[src/rtl/exc_pkg.sv]
package exc_pkg;

    // Status-word bit positions
    localparam int SR_MD_BIT    = 30;
    localparam int SR_RB_BIT    = 29;
    localparam int SR_BL_BIT    = 28;
    localparam int SR_FD_BIT    = 15;
    localparam int SR_IMASK_HI  = 7;
    localparam int SR_IMASK_LO  = 4;
    localparam int IMASK_W      = SR_IMASK_HI - SR_IMASK_LO + 1;

    // Event codes
    localparam int CODE_W_DEF    = 12;
    localparam logic [11:0] C_RESET    = 12'h000;
    localparam logic [11:0] C_MRESET   = 12'h020;
    localparam logic [11:0] C_MULTIHIT = 12'h140;
    localparam logic [11:0] C_MISS_RD  = 12'h040;
    localparam logic [11:0] C_MISS_WR  = 12'h060;
    localparam logic [11:0] C_TRAP     = 12'h160;
    localparam logic [11:0] C_BL_PASS  = 12'h1E0;

    // Handler offsets from the vector base
    localparam int OFS_GENERAL = 'h100;
    localparam int OFS_MISS    = 'h400;
    localparam int OFS_IRQ     = 'h600;

    typedef enum logic [1:0] {
        EV_NONE = 2'd0,
        EV_EXC  = 2'd1,
        EV_IRQ  = 2'd2
    } ev_kind_e;

    typedef enum logic {
        ST_IDLE  = 1'b0,
        ST_ENTRY = 1'b1
    } seq_state_e;

endpackage

[src/rtl/exc_arbiter.sv]
module exc_arbiter
    import exc_pkg::*;
#(
    parameter int CODE_W = 12
) (
    input  logic              eval_i,
    input  logic              blocked_i,
    input  logic              sleep_i,
    input  logic [CODE_W-1:0] exc_code_i,
    input  logic              irq_req_i,
    input  logic              ic_valid_i,
    output ev_kind_e          kind_o,
    output logic [CODE_W-1:0] code_o
);

    localparam logic [CODE_W-1:0] NO_EXC = '1;

    logic exc_pend;
    logic irq_pend;

    assign exc_pend = (exc_code_i != NO_EXC);
    assign irq_pend = irq_req_i && !exc_pend;

    always_comb begin
        kind_o = EV_NONE;
        code_o = exc_code_i;
        if (eval_i) begin
            if (exc_pend) begin
                kind_o = EV_EXC;
                if (blocked_i && (exc_code_i != CODE_W'(C_BL_PASS))) begin
                    code_o = CODE_W'(C_RESET);
                end
            end else if (irq_pend) begin
                if ((!blocked_i || sleep_i) && ic_valid_i) begin
                    kind_o = EV_IRQ;
                end
            end
        end
    end

endmodule

[src/rtl/exc_vector_calc.sv]
module exc_vector_calc
    import exc_pkg::*;
#(
    parameter int                XLEN     = 32,
    parameter int                CODE_W   = 12,
    parameter logic [XLEN-1:0]   RESET_PC = 32'hA000_0000
) (
    input  ev_kind_e          kind_i,
    input  logic [CODE_W-1:0] code_i,
    input  logic [XLEN-1:0]   sr_i,
    input  logic [XLEN-1:0]   pc_i,
    input  logic [XLEN-1:0]   vbr_i,
    input  logic              in_dslot_i,
    output logic [XLEN-1:0]   sr_new_o,
    output logic [XLEN-1:0]   spc_new_o,
    output logic [XLEN-1:0]   pc_new_o
);

    logic is_reset_class;
    logic is_miss_class;
    logic is_trap;
    logic [XLEN-1:0] ret_base;

    assign is_reset_class = (code_i == CODE_W'(C_RESET)) ||
                            (code_i == CODE_W'(C_MRESET)) ||
                            (code_i == CODE_W'(C_MULTIHIT));
    assign is_miss_class  = (code_i == CODE_W'(C_MISS_RD)) ||
                            (code_i == CODE_W'(C_MISS_WR));
    assign is_trap        = (code_i == CODE_W'(C_TRAP));

    assign ret_base = in_dslot_i ? (pc_i - XLEN'(2)) : pc_i;

    always_comb begin
        sr_new_o = sr_i;
        sr_new_o[SR_MD_BIT] = 1'b1;
        sr_new_o[SR_RB_BIT] = 1'b1;
        sr_new_o[SR_BL_BIT] = 1'b1;
        spc_new_o = ret_base;
        pc_new_o  = pc_i;
        unique case (kind_i)
            EV_EXC: begin
                if (is_reset_class) begin
                    sr_new_o[SR_FD_BIT] = 1'b0;
                    sr_new_o[SR_IMASK_HI:SR_IMASK_LO] = '1;
                    pc_new_o = RESET_PC;
                end else if (is_miss_class) begin
                    pc_new_o = vbr_i + XLEN'(OFS_MISS);
                end else begin
                    if (is_trap) begin
                        spc_new_o = ret_base + XLEN'(2);
                    end
                    pc_new_o = vbr_i + XLEN'(OFS_GENERAL);
                end
            end
            EV_IRQ: begin
                pc_new_o = vbr_i + XLEN'(OFS_IRQ);
            end
            default: begin
                pc_new_o = pc_i;
            end
        endcase
    end

endmodule

[src/rtl/exc_entry_seq.sv]
module exc_entry_seq
    import exc_pkg::*;
#(
    parameter int              XLEN     = 32,
    parameter int              CODE_W   = 12,
    parameter logic [XLEN-1:0] RESET_PC = 32'hA000_0000
) (
    input  logic              clk,
    input  logic              rst_n,
    input  logic              eval_i,
    input  logic [XLEN-1:0]   sr_i,
    input  logic [XLEN-1:0]   pc_i,
    input  logic [XLEN-1:0]   r15_i,
    input  logic [XLEN-1:0]   vbr_i,
    input  logic              in_dslot_i,
    input  logic              sleep_i,
    input  logic [CODE_W-1:0] exc_code_i,
    input  logic              irq_req_i,
    output logic [3:0]        ic_imask_o,
    input  logic [CODE_W-1:0] ic_vector_i,
    input  logic              ic_valid_i,
    output logic              taken_o,
    output logic [XLEN-1:0]   sr_o,
    output logic [XLEN-1:0]   ssr_o,
    output logic [XLEN-1:0]   spc_o,
    output logic [XLEN-1:0]   sgr_o,
    output logic [CODE_W-1:0] expevt_o,
    output logic [CODE_W-1:0] intevt_o,
    output logic [XLEN-1:0]   pc_o,
    output logic              dslot_clr_o,
    output logic              sleep_clr_o
);

    localparam logic [CODE_W-1:0] NO_EXC = '1;

    seq_state_e state_q, state_d;
    ev_kind_e   kind_now;
    ev_kind_e   kind_q;
    logic [CODE_W-1:0] code_now;
    logic [XLEN-1:0]   sr_new, spc_new, pc_new;
    logic              dslot_q;
    logic              commit;

    assign ic_imask_o = sr_i[SR_IMASK_HI:SR_IMASK_LO];

    exc_arbiter #(
        .CODE_W (CODE_W)
    ) u_arb (
        .eval_i     (eval_i && (state_q == ST_IDLE)),
        .blocked_i  (sr_i[SR_BL_BIT]),
        .sleep_i    (sleep_i),
        .exc_code_i (exc_code_i),
        .irq_req_i  (irq_req_i),
        .ic_valid_i (ic_valid_i),
        .kind_o     (kind_now),
        .code_o     (code_now)
    );

    exc_vector_calc #(
        .XLEN     (XLEN),
        .CODE_W   (CODE_W),
        .RESET_PC (RESET_PC)
    ) u_vec (
        .kind_i     (kind_now),
        .code_i     (code_now),
        .sr_i       (sr_i),
        .pc_i       (pc_i),
        .vbr_i      (vbr_i),
        .in_dslot_i (in_dslot_i),
        .sr_new_o   (sr_new),
        .spc_new_o  (spc_new),
        .pc_new_o   (pc_new)
    );

    assign commit = (state_q == ST_IDLE) && (kind_now != EV_NONE);

    // Next-state: T_HOLD, T_COMMIT, T_RETURN
    always_comb begin
        state_d = state_q;
        unique case (state_q)
            ST_IDLE:  state_d = commit ? ST_ENTRY : ST_IDLE;
            ST_ENTRY: state_d = ST_IDLE;
            default:  state_d = ST_IDLE;
        endcase
    end

    always_ff @(posedge clk or negedge rst_n) begin
        if (!rst_n) begin
            state_q <= ST_IDLE;
        end else begin
            state_q <= state_d;
        end
    end

    // Architectural outputs
    always_ff @(posedge clk or negedge rst_n) begin
        if (!rst_n) begin
            sr_o     <= '0;
            ssr_o    <= '0;
            spc_o    <= '0;
            sgr_o    <= '0;
            pc_o     <= '0;
            expevt_o <= '0;
            intevt_o <= '0;
            dslot_q  <= 1'b0;
            kind_q   <= EV_NONE;
        end else if (commit) begin
            sr_o    <= sr_new;
            ssr_o   <= sr_i;
            spc_o   <= spc_new;
            sgr_o   <= r15_i;
            pc_o    <= pc_new;
            dslot_q <= in_dslot_i;
            kind_q  <= kind_now;
            if (kind_now == EV_EXC) begin
                expevt_o <= code_now;
            end else begin
                intevt_o <= ic_vector_i;
            end
        end
    end

    assign taken_o     = (state_q == ST_ENTRY);
    assign sleep_clr_o = taken_o;
    assign dslot_clr_o = taken_o && dslot_q;

    AST_PULSE_ONE_CYCLE: assert property (@(posedge clk) disable iff (!rst_n)
        taken_o |=> !taken_o);

    AST_REQ_DURING_ENTRY: assert property (@(posedge clk) disable iff (!rst_n)
        taken_o |=> $stable(pc_o) && $stable(ssr_o));

    AST_EXC_BEATS_IRQ: assert property (@(posedge clk) disable iff (!rst_n)
        (eval_i && !taken_o && (exc_code_i != NO_EXC)) |=> (taken_o && kind_q == EV_EXC));

    AST_BL_MASKS_IRQ: assert property (@(posedge clk) disable iff (!rst_n)
        (eval_i && !taken_o && sr_i[SR_BL_BIT] && !sleep_i && (exc_code_i == NO_EXC))
        |=> !taken_o);

    AST_CONTEXT_SAVED: assert property (@(posedge clk) disable iff (!rst_n)
        (eval_i && !taken_o && (kind_now != EV_NONE))
        |=> (ssr_o == $past(sr_i)) && (sgr_o == $past(r15_i)));

    AST_ENTRY_SR_BITS: assert property (@(posedge clk) disable iff (!rst_n)
        taken_o |-> (sr_o[SR_MD_BIT] && sr_o[SR_RB_BIT] && sr_o[SR_BL_BIT]));

    AST_IRQ_NEEDS_VALID: assert property (@(posedge clk) disable iff (!rst_n)
        (eval_i && !taken_o && (exc_code_i == NO_EXC) && !ic_valid_i) |=> !taken_o);

    AST_IDLE_HOLDS: assert property (@(posedge clk) disable iff (!rst_n)
        (!taken_o && !(eval_i && (exc_code_i != NO_EXC || irq_req_i)))
        |=> !taken_o && $stable(pc_o) && $stable(expevt_o));

endmodule

[config.mk]
export PLATFORM = sky130hd
export DESIGN_NAME = exc_entry_seq
export DESIGN_NICKNAME = d
export VERILOG_FILES = /design/src/rtl/exc_pkg.sv /design/src/rtl/exc_arbiter.sv /design/src/rtl/exc_vector_calc.sv /design/src/rtl/exc_entry_seq.sv
export SDC_FILE = /design/constraint.sdc
export NUM_CORES = 1
export LEC_CHECK = 0
export BUFFER_PORTS_ARGS = -buffer_cell sky130_fd_sc_hd__buf_2
export CAP_MARGIN = 10
export CORE_AREA = 4 4 142 144
export CTS_BUF_LIST = sky130_fd_sc_hd__clkbuf_16
export DETAILED_ROUTE_END_ITERATION = 16
export DIE_AREA = 0 0 146 148
export PLACE_DENSITY_LB_ADDON = 0.05
export SYNTH_ARGS = -nofsm -noshare
export SYNTH_HDL_FRONTEND = slang
export SYNTH_SLANG_ARGS = --single-unit
export TNS_END_PERCENT = 1
[constraint.sdc]
create_clock -name clk -period 2.7 [get_ports clk]
set_clock_uncertainty 0.2 [all_clocks]
set_input_delay 0.405 -clock clk [delete_from_list [all_inputs] [get_ports clk]]
set_output_delay 0.405 -clock clk [all_outputs]
set_load 0.1 [all_outputs]
==> impl_metrics.env <==
export IMPL_fillCellCount=1375
export IMPL_std_cell_rows=50
export IMPL_clockPowerShare_pct=25.7
export IMPL_syn_cell_area_mm2=0.00927
export IMPL_top_usage_layer="met2"
export IMPL_crit_path_end_kind="register"
export IMPL_holdPathStages=2
export IMPL_p_leak_nw=7.00
export IMPL_first_global_vias=10100
export IMPL_ys_seq_area_share_pct=43.2
export IMPL_period_needed_ps=2900
export IMPL_port_buffers=349
export IMPL_grt_overflow=0
export IMPL_slowest_delay_ps=560
export IMPL_die_w_um=146
export IMPL_violations="negative setup slack"
export IMPL_rr_startpoint="sleep_clr_o"
export IMPL_cts_reportedPaths_clkPinSlew_ps=80
export IMPL_num_vias=10300
export IMPL_finalSetupViolCount=7
export IMPL_power_frac_seq_pct=30.2
export IMPL_drc=0
export IMPL_status="complete, but fails checks"
export IMPL_cts_root_buffer="clkbuf_16"
export IMPL_worst_ep_required_time_ps=2850
export IMPL_final_util_pct=75.3
export IMPL_maxSlewViolCount=0
export IMPL_htreeDepth=4
export IMPL_p_int_mw=4.72
export IMPL_synthCells=1078
export IMPL_slew_headroom_pct=59.6
export IMPL_async_reset_ff_share_pct=100
export IMPL_routed_wl_mm=34.2
export IMPL_r2r_end="pc_o[31]"
export IMPL_crit_slowest_cell="or4_4"
export IMPL_postSynthAreaPerCell_um2=8.60
export IMPL_clock_sinks=160
export IMPL_setup_tns_ps=-400
export IMPL_rsz0062_at_grt="yes"
export IMPL_dp_hpwl_mm=24.8
export IMPL_gp_congestion=0.928
export IMPL_worstSkewPairLatency_ps=430
export IMPL_ir_worst_vdd_uv=460
export IMPL_final_nets=1794
export IMPL_finalWorstSetupSlack_ps=-197
export IMPL_globalRouteMet1Util_pct=38.1
export IMPL_die_area_mm2=0.0216
export IMPL_cts_buffer_depth=2
export IMPL_fp_dieH_um=148
export IMPL_drtIter0Drc=704
export IMPL_tritoncts="done"
export IMPL_grtUsageMet2_pct=50.7
export IMPL_combinationalPowerShare_pct=44.2
export IMPL_worstHoldStart="ic_vector_i[10]"
export IMPL_worst_hold_path_type="in2reg"
export IMPL_antenna_found_initial=7
export IMPL_synth_enable_flop_cells=0
export IMPL_cts_buffers=17
export IMPL_grt_pass1_wl_mm=53.4
export IMPL_grt_max_degree=62
export IMPL_r2r_cells=12
export IMPL_core_mm2=0.0187
export IMPL_drive_gt1_share_pct=40.6
export IMPL_ys_types=77
export IMPL_grt_met3_usage_pct=6.96
export IMPL_cp_max_fo=4
export IMPL_p_sw_share_pct=50.4
export IMPL_cap_violations=0
export IMPL_grt_usage_pct=30.6
export IMPL_worstPathArrival_ps=3040
export IMPL_switching_power_mw=4.80
export IMPL_p_total_mw=9.52
export IMPL_start_util_pct=49.6
export IMPL_drtAntennaViolNets=0
export IMPL_synthesis_nets=1244
export IMPL_start_kind="primary input"
export IMPL_areaGrowthSynthToFinish_pct=52.0
export IMPL_yosys_warnings=0
export IMPL_critPathKind="in2reg"
export IMPL_firstDrtPassIters=8
export IMPL_wl_per_cell_um=18.2
export IMPL_reg2reg_slack_ps=40
export IMPL_min_period_over_period_pct=107
export IMPL_p_per_area_mw_per_mm2=676
export IMPL_synth_seq_cells=160
export IMPL_cp_cell_sequence="buf_2 > or4_4 > nor4_4 > buf_4 > nand4_1 > xnor2_2 > nand2_2 > or4b_4 > o31a_1 > o31ai_2"
export IMPL_worstMarginPinSlew_ps=607
export IMPL_hold_violations=0
export IMPL_synthFlopType="dfrtp_1"
export IMPL_via_per_inst=5.46
export IMPL_hold_end="intevt_o[10]"
export IMPL_io_pins=350
export IMPL_fmax_ghz=0.345
-- synthesized netlist by cell type (all sizes together) (3+ instances only) --
cell / n / share of area [%]
a211oi: 8 / 0.65
a21oi: 38 / 2.1
a22o: 10 / 0.94
a22oi: 4 / 0.32
a31oi: 10 / 0.67
and2: 8 / 0.57
and3: 7 / 0.47
and3b: 4 / 0.38
and4: 9 / 0.85
buf: 50 / 3.7
clkbuf: 43 / 1.7
dfrtp: 160 / 43
ha: 7 / 0.94
inv: 11 / 0.45
mux2: 15 / 1.8
mux2i: 7 / 0.76
nand2: 280 / 11
nand2b: 18 / 1.3
nand3: 36 / 1.9
nand3b: 5 / 0.40
nand4: 17 / 1.1
nand4b: 6 / 0.57
nor2: 60 / 2.4
nor2b: 6 / 0.40
nor3: 34 / 2.0
nor3b: 4 / 0.32
nor4: 22 / 1.9
nor4b: 3 / 0.35
o211ai: 9 / 0.73
o21a: 3 / 0.24
o21ai: 47 / 2.5
o221ai: 5 / 0.47
o31ai: 8 / 0.65
o41ai: 3 / 0.45
or2: 9 / 0.61
or3: 7 / 0.47
or4: 10 / 0.89
xnor2: 32 / 3.0
xor2: 32 / 3.2
-- power groups by stage --
stage / Combinational [mW] / Clock (mW) / Sequential [mW]
floorplan: 1.01 / 0 / 5.05
global placement: 4.05 / 0 / 2.90
detailed placement: 4.06 / 0 / 2.91
CTS: 4.18 / 2.48 / 2.87
global route: 4.36 / 2.57 / 2.91
finish: 4.20 / 2.45 / 2.87
-- worst max-delay path: cells and delay by family --
kind | cells | cell delay, ps
simple gates | 5 | 1670
xor+xnor | 1 | 200
buf+inv | 2 | 280
compound gates | 2 | 480
-- per-layer routing --
layer / wire length (um) / part of all wire [%]
met5: 30 / 0.088
met4: 1620 / 4.7
met3: 2510 / 7.3
met2: 16400 / 48
met1: 13600 / 40
-- how the worst max path moves through the flow --
stage	slack, ps	end	startpoint
3_3_place_gp	-680	spc_o[22]	exc_code_i[0]
6_report	-200	spc_o[30]	pc_i[18]
5_1_grt	-320	spc_o[30]	pc_i[4]
3_5_place_dp	-680	spc_o[30]	pc_i[18]
2_1_floorplan	-550	spc_o[30]	pc_i[17]
4_1_cts	-180	spc_o[30]	pc_i[18]
-- layout make-up --
cell class / instances / area [um^2] / share of cell area, %
Inverter: 11 / 43.8 / 0.311
Clock inverter: 15 / 173 / 1.23
Clock buffer: 17 / 425 / 3.02
Timing Repair Buffer: 624 / 4110 / 29.2
Tap cell: 234 / 293 / 2.08
Sequential cell: 160 / 4000 / 28.4
Antenna cell: 5 / 12.5 / 0.0888
Multi-Input combinational cell: 814 / 5030 / 35.7
-- metrics by stage --
| stage | cells | instance area, um^2 | setup slack, ps | hold slack, ps |
|---|---|---|---|---|
| 3_3_place_gp | 1759 | 12400 | -682 | 226 |
| 3_5_place_dp | 1759 | 12400 | -683 | 225 |
| 2_1_floorplan | 1078 | 9280 | -545 | -90.6 |
| 5_1_grt | 1880 | 14100 | -324 | 9.97 |
| 6_report | 1880 | 14100 | -197 | 9.17 |
| 4_1_cts | 1874 | 13900 | -181 | 6.16 |
-- cells in the final DEF, fill, tap and decap left out, types with 6 or more instances in the layout --
cell and instances:
nor3_2 10, nor2b_1 6, and4_1 9, nor2_1 56, nand4b_1 6, nand2_1 278, xnor2_1 30, mux2i_1 7
o211ai_1 9, and2_1 7, buf_12 7, or3_1 6, or2_2 7, o21ai_0 43, nand3_1 35, clkbuf_16 17
nand2b_1 17, a31oi_1 10, nor4_1 11, a22o_1 10, mux2_2 15, xor2_1 31, nand4_1 17, ha_1 7
a21oi_1 35, dfrtp_1 160, dlygate4sd3_1 80, nor4_2 7, inv_1 10, and3_1 7, buf_4 187, a211oi_1 6
nor3_1 22, buf_2 348
-- sequential cells by signal (all words and copies together) (netlist names) --
signal / flops
dslot_q: 1
expevt_o: 12
intevt_o: 12
pc_o: 32
sgr_o: 32
sleep_clr_o: 1
spc_o: 32
sr_o: 30
ssr_o: 8
-- kinds of logic after synthesis --
| family | Yosys count | synth area share (%) |
|---|---|---|
| adder cells (fa/ha/maj) | 7 | 0.944 |
| AO/OA/AOI/OAI | 170 | 12.1 |
| AND/OR/NAND/NOR | 551 | 29.1 |
| flip-flops | 160 | 43.2 |
| buffers and inverters | 104 | 5.84 |
| XOR/XNOR | 64 | 6.25 |
| multiplexers | 22 | 2.58 |
-- what timing repair did --
action,CTS,global route
hold buffers,80,0
setup buffers,3,1
gates resized for setup,26,33
hold endpoints to repair,137,0
endpoints found under the setup margin,47,41
pin swaps,9,7
Note: power is estimated with default switching activity, not from simulation.
